`src/rtl/cfgi2c_pkg.sv`:
```
package cfgi2c_pkg;

    typedef enum logic [2:0] {
        PH_IDLE,
        PH_RECV,
        PH_ACK,
        PH_SEND,
        PH_MACK,
        PH_SKIP
    } phase_e;

    // Bits software may change in each byte
    function automatic logic [7:0] wr_mask(input int idx);
        case (idx)
            0: return 8'hA8;
            1: return 8'h3F;
            2: return 8'h7F;
            3: return 8'hFF;
            4: return 8'h3F;
            5: return 8'h0F;
            default: return 8'h00;
        endcase
    endfunction

    // Stored value after reset
    function automatic logic [7:0] reset_val(input int idx);
        case (idx)
            0: return 8'h08;
            1: return 8'h07;
            2: return 8'h7F;
            3: return 8'hC7;
            4: return 8'h3F;
            default: return 8'h00;
        endcase
    endfunction

    // Read-only contributions: straps, live halt pin, identification
    function automatic logic [7:0] ro_bits(input int idx, input logic [2:0] sel,
                                           input logic mult, input logic halt);
        case (idx)
            0: return {3'b000, halt, 1'b0, sel};
            1: return {mult, 7'b0000000};
            6: return 8'h07;
            default: return 8'h00;
        endcase
    endfunction

endpackage

```
`src/rtl/cfg_line_sync.sv`:
```
module cfg_line_sync (
    input  logic clk,
    input  logic rst_n,
    input  logic line_i,
    output logic lvl_o,
    output logic rise_o,
    output logic fall_o
);
    typedef struct packed {
        logic meta;
        logic sync;
        logic prev;
    } sync_t;

    sync_t sync_d, sync_q;

    always_comb begin
        sync_d.meta = line_i;
        sync_d.sync = sync_q.meta;
        sync_d.prev = sync_q.sync;
    end

    always_ff @(posedge clk or negedge rst_n) begin
        if (!rst_n) sync_q <= '1;
        else        sync_q <= sync_d;
    end

    assign lvl_o  = sync_q.sync;
    assign rise_o = sync_q.sync & ~sync_q.prev;
    assign fall_o = ~sync_q.sync & sync_q.prev;

endmodule

```
`src/rtl/cfg_regs.sv`:
```
module cfg_regs #(
    parameter int NUM_REGS = 7,
    parameter int IDXW     = 5
) (
    input  logic                    clk,
    input  logic                    rst_n,
    input  logic                    wr_en_i,
    input  logic [IDXW-1:0]         wr_idx_i,
    input  logic [7:0]              wr_data_i,
    input  logic [2:0]              sel_strap_i,
    input  logic                    mult_strap_i,
    input  logic                    halt_i,
    output logic [NUM_REGS*8-1:0]   rd_o,
    output logic                    strap_valid_o
);
    import cfgi2c_pkg::*;

    function automatic logic [NUM_REGS-1:0][7:0] init_image();
        logic [NUM_REGS-1:0][7:0] img;
        for (int i = 0; i < NUM_REGS; i++) img[i] = reset_val(i);
        return img;
    endfunction

    localparam logic [NUM_REGS-1:0][7:0] INIT = init_image();

    typedef struct packed {
        logic [NUM_REGS-1:0][7:0] store;
        logic [2:0]               sel;
        logic                     mult;
        logic                     valid;
    } regs_t;

    regs_t regs_d, regs_q;

    always_comb begin
        regs_d = regs_q;
        // Straps are taken once, in the first clock after reset
        if (!regs_q.valid) begin
            regs_d.sel   = sel_strap_i;
            regs_d.mult  = mult_strap_i;
            regs_d.valid = 1'b1;
        end
        // An index past the last register matches nothing and is dropped
        if (wr_en_i) begin
            for (int i = 0; i < NUM_REGS; i++) begin
                if (wr_idx_i == IDXW'(i))
                    regs_d.store[i] = (regs_q.store[i] & ~wr_mask(i)) | (wr_data_i & wr_mask(i));
            end
        end
    end

    always_ff @(posedge clk or negedge rst_n) begin
        if (!rst_n) begin
            regs_q.store <= INIT;
            regs_q.sel   <= '0;
            regs_q.mult  <= 1'b0;
            regs_q.valid <= 1'b0;
        end else begin
            regs_q <= regs_d;
        end
    end

    generate
        for (genvar g = 0; g < NUM_REGS; g++) begin : g_view
            assign rd_o[g*8 +: 8] = (regs_q.store[g] & wr_mask(g))
                                  | ro_bits(g, regs_q.sel, regs_q.mult, halt_i);
        end
    endgenerate

    assign strap_valid_o = regs_q.valid;

endmodule

```
`src/rtl/cfg_i2c_fsm.sv`:
```
module cfg_i2c_fsm #(
    parameter logic [6:0] DEV_ADDR    = 7'b1101001,
    parameter int         NUM_REGS    = 7,
    parameter int         DUMMY_BYTES = 2,
    parameter logic [7:0] COUNT_BYTE  = 8'h08,
    parameter int         IDXW        = 5
) (
    input  logic                  clk,
    input  logic                  rst_n,
    input  logic                  scl_rise,
    input  logic                  scl_fall,
    input  logic                  sda_lvl,
    input  logic                  start_evt,
    input  logic                  stop_evt,
    input  logic [NUM_REGS*8-1:0] rd_i,
    output logic                  sda_oe_o,
    output logic                  wr_en_o,
    output logic                  rd_mode_o,
    output logic [IDXW-1:0]       wr_idx_o,
    output logic [7:0]            wr_data_o
);
    import cfgi2c_pkg::*;

    localparam logic [IDXW-1:0] IDX_MAX  = '1;
    localparam logic [IDXW-1:0] IDX_SKIP = IDXW'(DUMMY_BYTES);

    typedef struct packed {
        phase_e          phase;
        logic [3:0]      bitcnt;
        logic [7:0]      shreg;
        logic [IDXW-1:0] bidx;
        logic            rw;
        logic            is_addr;
        logic            sda_oe;
        logic            mack;
    } fsm_t;

    fsm_t fsm_d, fsm_q;
    logic [7:0]      tx_byte;
    logic [IDXW-1:0] bidx_inc;

    always_comb begin
        // Next byte to send: count prefix, registers, then 0xFF filler
        tx_byte = 8'hFF;
        if (fsm_q.bidx == '0) tx_byte = COUNT_BYTE;
        for (int i = 0; i < NUM_REGS; i++) begin
            if (fsm_q.bidx == IDXW'(i + 1)) tx_byte = rd_i[i*8 +: 8];
        end
        bidx_inc = (fsm_q.bidx == IDX_MAX) ? fsm_q.bidx : fsm_q.bidx + 1'b1;

        fsm_d     = fsm_q;
        wr_en_o   = 1'b0;
        wr_idx_o  = fsm_q.bidx - IDX_SKIP;
        wr_data_o = fsm_q.shreg;

        if (stop_evt) begin
            fsm_d.phase  = PH_IDLE;
            fsm_d.sda_oe = 1'b0;
        end else if (start_evt) begin
            fsm_d.phase   = PH_RECV;
            fsm_d.bitcnt  = '0;
            fsm_d.bidx    = '0;
            fsm_d.is_addr = 1'b1;
            fsm_d.sda_oe  = 1'b0;
        end else begin
            case (fsm_q.phase)
                PH_RECV: begin
                    if (scl_rise) begin
                        fsm_d.shreg  = {fsm_q.shreg[6:0], sda_lvl};
                        fsm_d.bitcnt = fsm_q.bitcnt + 4'd1;
                    end else if (scl_fall && fsm_q.bitcnt == 4'd8) begin
                        fsm_d.bitcnt = '0;
                        if (fsm_q.is_addr) begin
                            if (fsm_q.shreg[7:1] == DEV_ADDR) begin
                                fsm_d.rw     = fsm_q.shreg[0];
                                fsm_d.phase  = PH_ACK;
                                fsm_d.sda_oe = 1'b1;
                            end else begin
                                fsm_d.phase = PH_SKIP;
                            end
                        end else begin
                            fsm_d.phase  = PH_ACK;
                            fsm_d.sda_oe = 1'b1;
                            wr_en_o      = (fsm_q.bidx >= IDX_SKIP);
                            fsm_d.bidx   = bidx_inc;
                        end
                    end
                end
                PH_ACK: begin
                    if (scl_fall) begin
                        if (fsm_q.is_addr && fsm_q.rw) begin
                            fsm_d.shreg  = tx_byte;
                            fsm_d.sda_oe = ~tx_byte[7];
                            fsm_d.bitcnt = 4'd1;
                            fsm_d.bidx   = bidx_inc;
                            fsm_d.phase  = PH_SEND;
                        end else begin
                            fsm_d.sda_oe = 1'b0;
                            fsm_d.phase  = PH_RECV;
                        end
                        fsm_d.is_addr = 1'b0;
                    end
                end
                PH_SEND: begin
                    if (scl_fall) begin
                        if (fsm_q.bitcnt == 4'd8) begin
                            fsm_d.sda_oe = 1'b0;
                            fsm_d.phase  = PH_MACK;
                        end else begin
                            fsm_d.shreg  = {fsm_q.shreg[6:0], 1'b1};
                            fsm_d.sda_oe = ~fsm_q.shreg[6];
                            fsm_d.bitcnt = fsm_q.bitcnt + 4'd1;
                        end
                    end
                end
                PH_MACK: begin
                    if (scl_rise) begin
                        fsm_d.mack = ~sda_lvl;
                    end else if (scl_fall) begin
                        if (fsm_q.mack) begin
                            fsm_d.shreg  = tx_byte;
                            fsm_d.sda_oe = ~tx_byte[7];
                            fsm_d.bitcnt = 4'd1;
                            fsm_d.bidx   = bidx_inc;
                            fsm_d.phase  = PH_SEND;
                        end else begin
                            fsm_d.phase = PH_SKIP;
                        end
                    end
                end
                default: ;
            endcase
        end
    end

    always_ff @(posedge clk or negedge rst_n) begin
        if (!rst_n) begin
            fsm_q       <= '0;
            fsm_q.phase <= PH_IDLE;
        end else begin
            fsm_q <= fsm_d;
        end
    end

    assign sda_oe_o  = fsm_q.sda_oe;
    assign rd_mode_o = fsm_q.rw;

endmodule

```
`src/rtl/cfg_i2c_target.sv`:
```
module cfg_i2c_target #(
    parameter logic [6:0] DEV_ADDR    = 7'b1101001,
    parameter int         NUM_REGS    = 7,
    parameter int         DUMMY_BYTES = 2,
    parameter logic [7:0] COUNT_BYTE  = 8'h08
) (
    input  logic                  clk,
    input  logic                  rst_n,
    input  logic                  scl_i,
    input  logic                  sda_i,
    output logic                  sda_oe_o,
    input  logic [2:0]            sel_strap_i,
    input  logic                  mult_strap_i,
    input  logic                  cpu_halt_i,
    output logic [NUM_REGS*8-1:0] cfg_o
);
    localparam int IDXW = $clog2(NUM_REGS + DUMMY_BYTES + 2) + 1;

    logic [1:0] line_in, line_lvl, line_rise, line_fall;
    logic       scl_lvl, start_evt, stop_evt;
    logic       wr_en, rd_mode, strap_valid;
    logic [IDXW-1:0] wr_idx;
    logic [7:0]      wr_data;

    assign line_in = {sda_i, scl_i};

    generate
        for (genvar g = 0; g < 2; g++) begin : g_sync
            cfg_line_sync u_sync (
                .clk    (clk),
                .rst_n  (rst_n),
                .line_i (line_in[g]),
                .lvl_o  (line_lvl[g]),
                .rise_o (line_rise[g]),
                .fall_o (line_fall[g])
            );
        end
    endgenerate

    assign scl_lvl   = line_lvl[0];
    assign start_evt = scl_lvl & line_fall[1];
    assign stop_evt  = scl_lvl & line_rise[1];

    cfg_i2c_fsm #(
        .DEV_ADDR    (DEV_ADDR),
        .NUM_REGS    (NUM_REGS),
        .DUMMY_BYTES (DUMMY_BYTES),
        .COUNT_BYTE  (COUNT_BYTE),
        .IDXW        (IDXW)
    ) u_fsm (
        .clk       (clk),
        .rst_n     (rst_n),
        .scl_rise  (line_rise[0]),
        .scl_fall  (line_fall[0]),
        .sda_lvl   (line_lvl[1]),
        .start_evt (start_evt),
        .stop_evt  (stop_evt),
        .rd_i      (cfg_o),
        .sda_oe_o  (sda_oe_o),
        .wr_en_o   (wr_en),
        .rd_mode_o (rd_mode),
        .wr_idx_o  (wr_idx),
        .wr_data_o (wr_data)
    );

    cfg_regs #(
        .NUM_REGS (NUM_REGS),
        .IDXW     (IDXW)
    ) u_regs (
        .clk           (clk),
        .rst_n         (rst_n),
        .wr_en_i       (wr_en),
        .wr_idx_i      (wr_idx),
        .wr_data_i     (wr_data),
        .sel_strap_i   (sel_strap_i),
        .mult_strap_i  (mult_strap_i),
        .halt_i        (cpu_halt_i),
        .rd_o          (cfg_o),
        .strap_valid_o (strap_valid)
    );

endmodule

```
`config.mk`:
```
export PLATFORM = sky130hd
export DESIGN_NAME = cfg_i2c_target
export DESIGN_NICKNAME = d
export VERILOG_FILES = /design/src/rtl/cfgi2c_pkg.sv /design/src/rtl/cfg_line_sync.sv /design/src/rtl/cfg_regs.sv /design/src/rtl/cfg_i2c_fsm.sv /design/src/rtl/cfg_i2c_target.sv
export SDC_FILE = /design/constraint.sdc
export NUM_CORES = 1
export LEC_CHECK = 0
export BUFFER_PORTS_ARGS = -buffer_cell sky130_fd_sc_hd__clkbuf_2
export CAP_MARGIN = 20
export CORE_UTILIZATION = 43
export DETAILED_ROUTE_END_ITERATION = 10
export HOLD_SLACK_MARGIN = 0.05
export PLACE_DENSITY = 0.62
export SKIP_LAST_GASP = 1
export SYNTH_ARGS = -nofsm -noshare
export SYNTH_HDL_FRONTEND = slang
export SYNTH_SLANG_ARGS = --single-unit
```
`constraint.sdc`:
```
create_clock -name clk -period 3.1 [get_ports clk]
set_clock_uncertainty 0.2 [all_clocks]
set_input_delay 0.62 -clock clk [delete_from_list [all_inputs] [get_ports clk]]
set_output_delay 0.62 -clock clk [all_outputs]
set_load 0.02 [all_outputs]
```
Word level (Yosys, flattened, before mapping)
Index checks and enable logic that the tools add are counted.

Register bits: 83. Input bits: 9.

Add/sub/neg operators: 3. $lt $le $gt $ge: 1. Equality and inequality tests: 47. Muxes and demuxes: 68. Bitwise operators: 41. Reductions and logical operators: 24.

Operators by type and width (number): two-way mux 8 bit (21); bitwise AND 8 bit (12); two-way mux 20 bit (3); case mux 15 bit (4 select lines) (1); inverter 8 bit (6); bitwise OR 8 bit (6); two-way mux 17 bit (2); == test 5 x 3 -> 1 bit, second input constant (6); != test 4 x 3 -> 1 bit, second input constant (7); == test 5 x 2 -> 1 bit, second input constant (4); two-way mux 1 bit (20); AND reduction 10 bit (2); two-way mux 3 bit (6); != test 3 x 2 -> 1 bit, second input constant (6); two-way mux 15 bit (1); two-way mux 5 bit (3); case mux 5 bit (3 select lines) (1); two-way mux 7 bit (2); two-way mux 12 bit (1); two-way mux 6 bit (2); != test 3 bit, second input constant (4); AND reduction 2 bit (6); AND reduction 11 bit (1); == test 5 x 1 -> 1 bit, second input constant (2); other kinds (32) (59).

Logic depth before layout (Yosys ltp)
Depth in word-level cells: 16. Gate-level depth with buffers: 10. Depth with buffers taken out: 8.

Cells and area by module
From an unflattened synthesis, not the netlist that was laid out.

Cells, all modules: 439. Area total of the unflattened synthesis: 4255.3 µm².

Modules (own cells, without submodules): cfg_i2c_fsm (times used 1, cells an instance 319, area an instance 2391.0 µm², sequential area each 600.6 µm²); cfg_regs (times used 1, cells an instance 108, area an instance 1664.1 µm², sequential area each 1003.5 µm²); cfg_line_sync (times used 2, cells an instance 5, area an instance 93.8 µm², sequential area each 78.8 µm²); cfg_i2c_target (times used 1, cells an instance 2, area an instance 12.5 µm², sequential area each 0.0 µm²).

Worst setup path before layout
OpenSTA, ideal clock, no wires.

Path kind: register to register. Start: reg u_fsm.fsm_q[6] (netlist bit). End: reg u_regs.regs_q[32] (netlist: u_regs.rd_o[27]). Library setup time: 125 ps. Arrival: 2209 ps. Data required time: 2775 ps. Setup slack: 566 ps. Cell stages (with the launch flop): 10. Buffers on the path: 2. Clock period less this slack: 2534 ps. Cell sequence: dfrtp_1 -> clkbuf_1 -> clkbuf_1 -> inv_1 -> ha_1 -> o41ai_1 -> nand4_1 -> nor2_2 -> nand2_2 -> mux2_2.

Cells in the longest elaborated chain, start to end: 8. Elaborated cells on any way between the ends: 10. Classes of those cells: add/sub (1); order compare (1); eq/ne (1); mux (6); reduce/logical (1).

RTL lines: start, declared (line cfg_i2c_fsm.sv:38) `fsm_t fsm_d, fsm_q;`; start signal, assigned (line cfg_i2c_fsm.sv:141) `fsm_q <= fsm_d;`; >= comparator 5 x 2 -> 1 bit (line cfg_i2c_fsm.sv:84) `wr_en_o = (fsm_q.bidx >= IDX_SKIP);`; two-way mux 1 bit (line cfg_i2c_fsm.sv:73) `if (fsm_q.is_addr) begin`; two-way mux 1 bit (line cfg_i2c_fsm.sv:71) `end else if (scl_fall && fsm_q.bitcnt == 4'd8) begin`; two-way mux 1 bit (line cfg_i2c_fsm.sv:68) `if (scl_rise) begin`; two-way mux 1 bit (line cfg_i2c_fsm.sv:66) `case (fsm_q.phase)`; two-way mux 1 bit (line cfg_i2c_fsm.sv:59) `end else if (start_evt) begin`; two-way mux 1 bit (line cfg_i2c_fsm.sv:56) `if (stop_evt) begin`; AND reduction 2 bit (no source line) (*); end signal, assigned (line cfg_regs.sv:59) `regs_q <= regs_d;`; end, declared (line cfg_regs.sv:33) `regs_t regs_d, regs_q;`.

Mark *: on every way between the ends. The rest lies on a longest branch, timed or not. A chain may end at the register's enable or synchronous reset.

Worst setup path after layout
Start: reg u_fsm.fsm_q[23] (netlist bit). End: reg u_fsm.fsm_q (netlist bit u_fsm.wr_data_o[0]).

Cells in the longest elaborated chain, start to end: 3. Elaborated cells on any way between the ends: 15. Classes of those cells: eq/ne (12); mux (1); reduce/logical (2).

RTL lines (line): == test 3 bit (tied with other cells) (cfg_i2c_fsm.sv:66); != test 2 x 1 -> 1 bit (no source line) (tied with other cells); AND reduction 11 bit (no source line).

Parallel ways exist; a longest one is shown, timed or not.

==> results.md <==
- Vias per cell: 5.76
- CTS resizes: 0
- Ys Warns: 0
- DRC: 12
- Rows: 34
- Syn_area_per_cell: just under 10 um2
- WP buf/inv: 1
- Ys flop type: dfrtp_1
- Share of cells above drive strength 1: around a third
- GRT Residual Overflow: 0
- Worst-margin pin slew: 0.651 ns
- Initial DRT Pass Iterations: 10
- Final Hold Slack: about 0.08 ns
- Final Slew Violations: 0
- FF+latch count, synth: slightly below 70
- Chip Width: slightly below 100 um
- Final hold violations: 0
- Static Leak: 2.04 nW
- Synthesized cell area: 0.00394 mm2
- R2r setup slk: 0.41 ns
- Slew headroom: ~56%
- H-Tree Depth: 3
- Area leader, netlist: dfrtp_1
- DRT iter0 DRCs: around 220
- Failing checks: design-rule violations
- First-pass GRT wire length: about 16 mm
- Worst reg2reg startpoint: u_fsm.fsm_q[23]
- Core ar.: 0.00881 mm2
- Status: finished, violations left
- Post-DRT Antenna Nets: 0
- Layout Nets: approximately 460
- Clk buf depth: 2
- Diode count: 0
- Synth top area cells: dfrtp_1 26%, dfstp_2 19%, mux2_2 12%, o21ai_0 3.7%, buf_4 3.4%
- PortBufs: 48
- Starting density of the core: 44.7%
- I/O pin count: 66
- Number of synthesized flops with an enable pin: 0
- Power density over cell area: between 500 and 600 mW/mm2
- CP Data Required Time: between 3 and 4 ns
- CP Cell Sequence: nand2b_1 -> a21o_1 -> buf_4 -> a31oi_1 -> o21ai_0 -> o32ai_1 -> o21ai_0
- R2r worst-path depth: 7
- Most common cell after layout, fill and taps aside: clkbuf_2
- Worst reg2reg endpoint: u_fsm.wr_data_o[0]
- Final TNS setup: 0 ns
- Worst Path Arrival: 2.72 ns
- Synth cell types: 56
- Synth top area share: a little over a quarter
- Max rail drop VDD: roughly 0.27 mV
- Final Wtd Congestion: 0.920
- Post-CTS Setup Repair Bufs: 0
- Synth Instances: slightly below 400
- Vias in the first global route: between 2,000 and 3,000
- Max_cap viols: 0
- Routed length per placed instance: between 15 and 20 um
- Cell area after placement: between 0.004 and 0.005 mm2
- Die footprint: between 0.009 and 0.01 mm2
- Origin of the worst setup path: u_fsm.fsm_q[23]
- Total routed wirelength: about 10 mm
- CP startpoint kind: register
- WP depth: 7
- FFs w/ async S/R, synth: 100%
- Sink Count: 69
- Kind of critical path: reg2reg
- Critical path's slowest cell: dfrtp_1
- Worst hold path type: in2async
- Total number of vias: 3,221
- Pin count of the biggest net entering global routing: 70
- PnR worst setup slack: between 0.4 and 0.5 ns
- Pre-CTS setup slack: around 0.45 ns
- Critical-path maximum fanout: 12
- Most frequent cells in the layout: 47 x clkbuf_2, 43 x mux2_2, 41 x dfrtp_1, 29 x nand2_1, 29 x o21ai_0
- Max Fclk: 372 MHz
- Initial antenna violation count: 0
- CTS Buf Count: 9
- Tcrit/Tclk final: 86.7%
- Setup Viol. Count Final: 0
- Synthesis-to-finish area growth: 13.8%
- Clock Latency Late Sink: ~0.36 ns
- RSZ-0062 raised after global routing: no
- GR Util All Layers: between 20% and 30%
- Post-synthesis sequential area ratio: around 45%
- Die Y: 97.7 um
- Hold buffers post-CTS: 0
- Most used cell, CP: o21ai_0
- CP endpoint kind: register
- Crit path largest cell delay: 0.52 ns
- Period minus WS final: 2.69 ns
- Total power: between 2 and 2.5 mW
- Detail Placement HPWL: a little over 7 mm
- Family with the most delay on the worst path: compound AO/OA/AOI/OAI gates
- Finished Cell Area: between 0.004 and 0.005 mm2
- Clk slew on worst S/H paths: approximately 0.09 ns
- CTS tree: done
- Clk root buf: clkbuf_8
metrics by stage:
stage | utilization (%) | cells
global placement | 48.5 | 543
detailed placement | 48.5 | 543
global route | 50.9 | 559
CTS | 50.9 | 559
floorplan | - | 412
finish | 50.9 | 559
cell type report:
cell class | instances | area [um2]
repair buffers | 61 | 350
clock buffers | 12 | 178
flip-flops and latches | 69 | 1760
inverters | 13 | 48.8
clock inverters | 4 | 32.5
fillers | 811 | 4320
multi-input cells | 292 | 1980
well taps | 108 | 135
synth_stat cells (6+ instances only):
cell type  count
mux2_2        43
dfrtp_1       41
nand2_1       29
o21ai_0       29
dfstp_2       28
a21oi_1       23
nor2_1        22
buf_4         18
clkbuf_1      17
inv_1         13
a211oi_1      11
nand2b_1      10
nor3_1         9
ha_1           8
nand3_1        8
nor2b_1        6
flip-flops by register name, summed over array words and instances, names as in the netlist, 2 cells and up:
register	cells
u_fsm.fsm_q	14
u_regs.regs_q	13
u_regs.rd_o	25
g_sync.u_sync.lvl_o	2
u_fsm.wr_data_o	8
g_sync.u_sync.sync_q	2
g_sync.u_sync.sync_d	2
worst reg2reg max path: stages, from the launching register on:
cell	delay (ns)
dfrtp_1	0.52
nand2b_1	0.33
a21o_1	0.27
buf_4	0.19
a31oi_1	0.35
o21ai_0	0.24
o32ai_1	0.35
o21ai_0	0.13
power by group:
group          switching, mW  internal (mW)  total (mW)  leakage, nW
combinational          0.292          0.184       0.477         1.10
clock                  0.377          0.396       0.773        0.108
sequential             0.156          0.972        1.13        0.828
total                  0.825           1.55        2.38         2.04
worst max-delay path by stage:
stage	slack (ns)	to
4_1_cts	0.43	u_fsm.wr_data_o[0]
5_1_grt	0.26	u_fsm.wr_data_o[0]
6_report	0.41	u_fsm.wr_data_o[0]
2_1_floorplan	0.57	u_regs.rd_o[27]
3_5_place_dp	0.45	u_fsm.wr_data_o[0]
3_3_place_gp	0.51	u_fsm.wr_data_o[0]
logic make-up (layout without fill, tap and decap cells):
family / count (synthesis) / in the layout / synth area share [%]
fa+ha+maj: 8 / 8 / 2.54
compound gates: 106 / 106 / 17.3
buf+inv: 51 / 90 / 6.67
xor+xnor: 1 / 1 / 0.222
other cells: 2 / 18 / 0.191
flops: 69 / 69 / 44.7
mux: 46 / 46 / 13.1
simple gates: 113 / 113 / 15.3
routing by layer:
metal	routed length (um)	global-route usage [%]	vias to the layer above
li1	-	-	1507
met1	4550	29.9	1583
met2	4700	33.5	111
met3	489	3.31	20
met4	244	9.44	0
met5	0	0	-
Power figures use the tool's default switching activity.
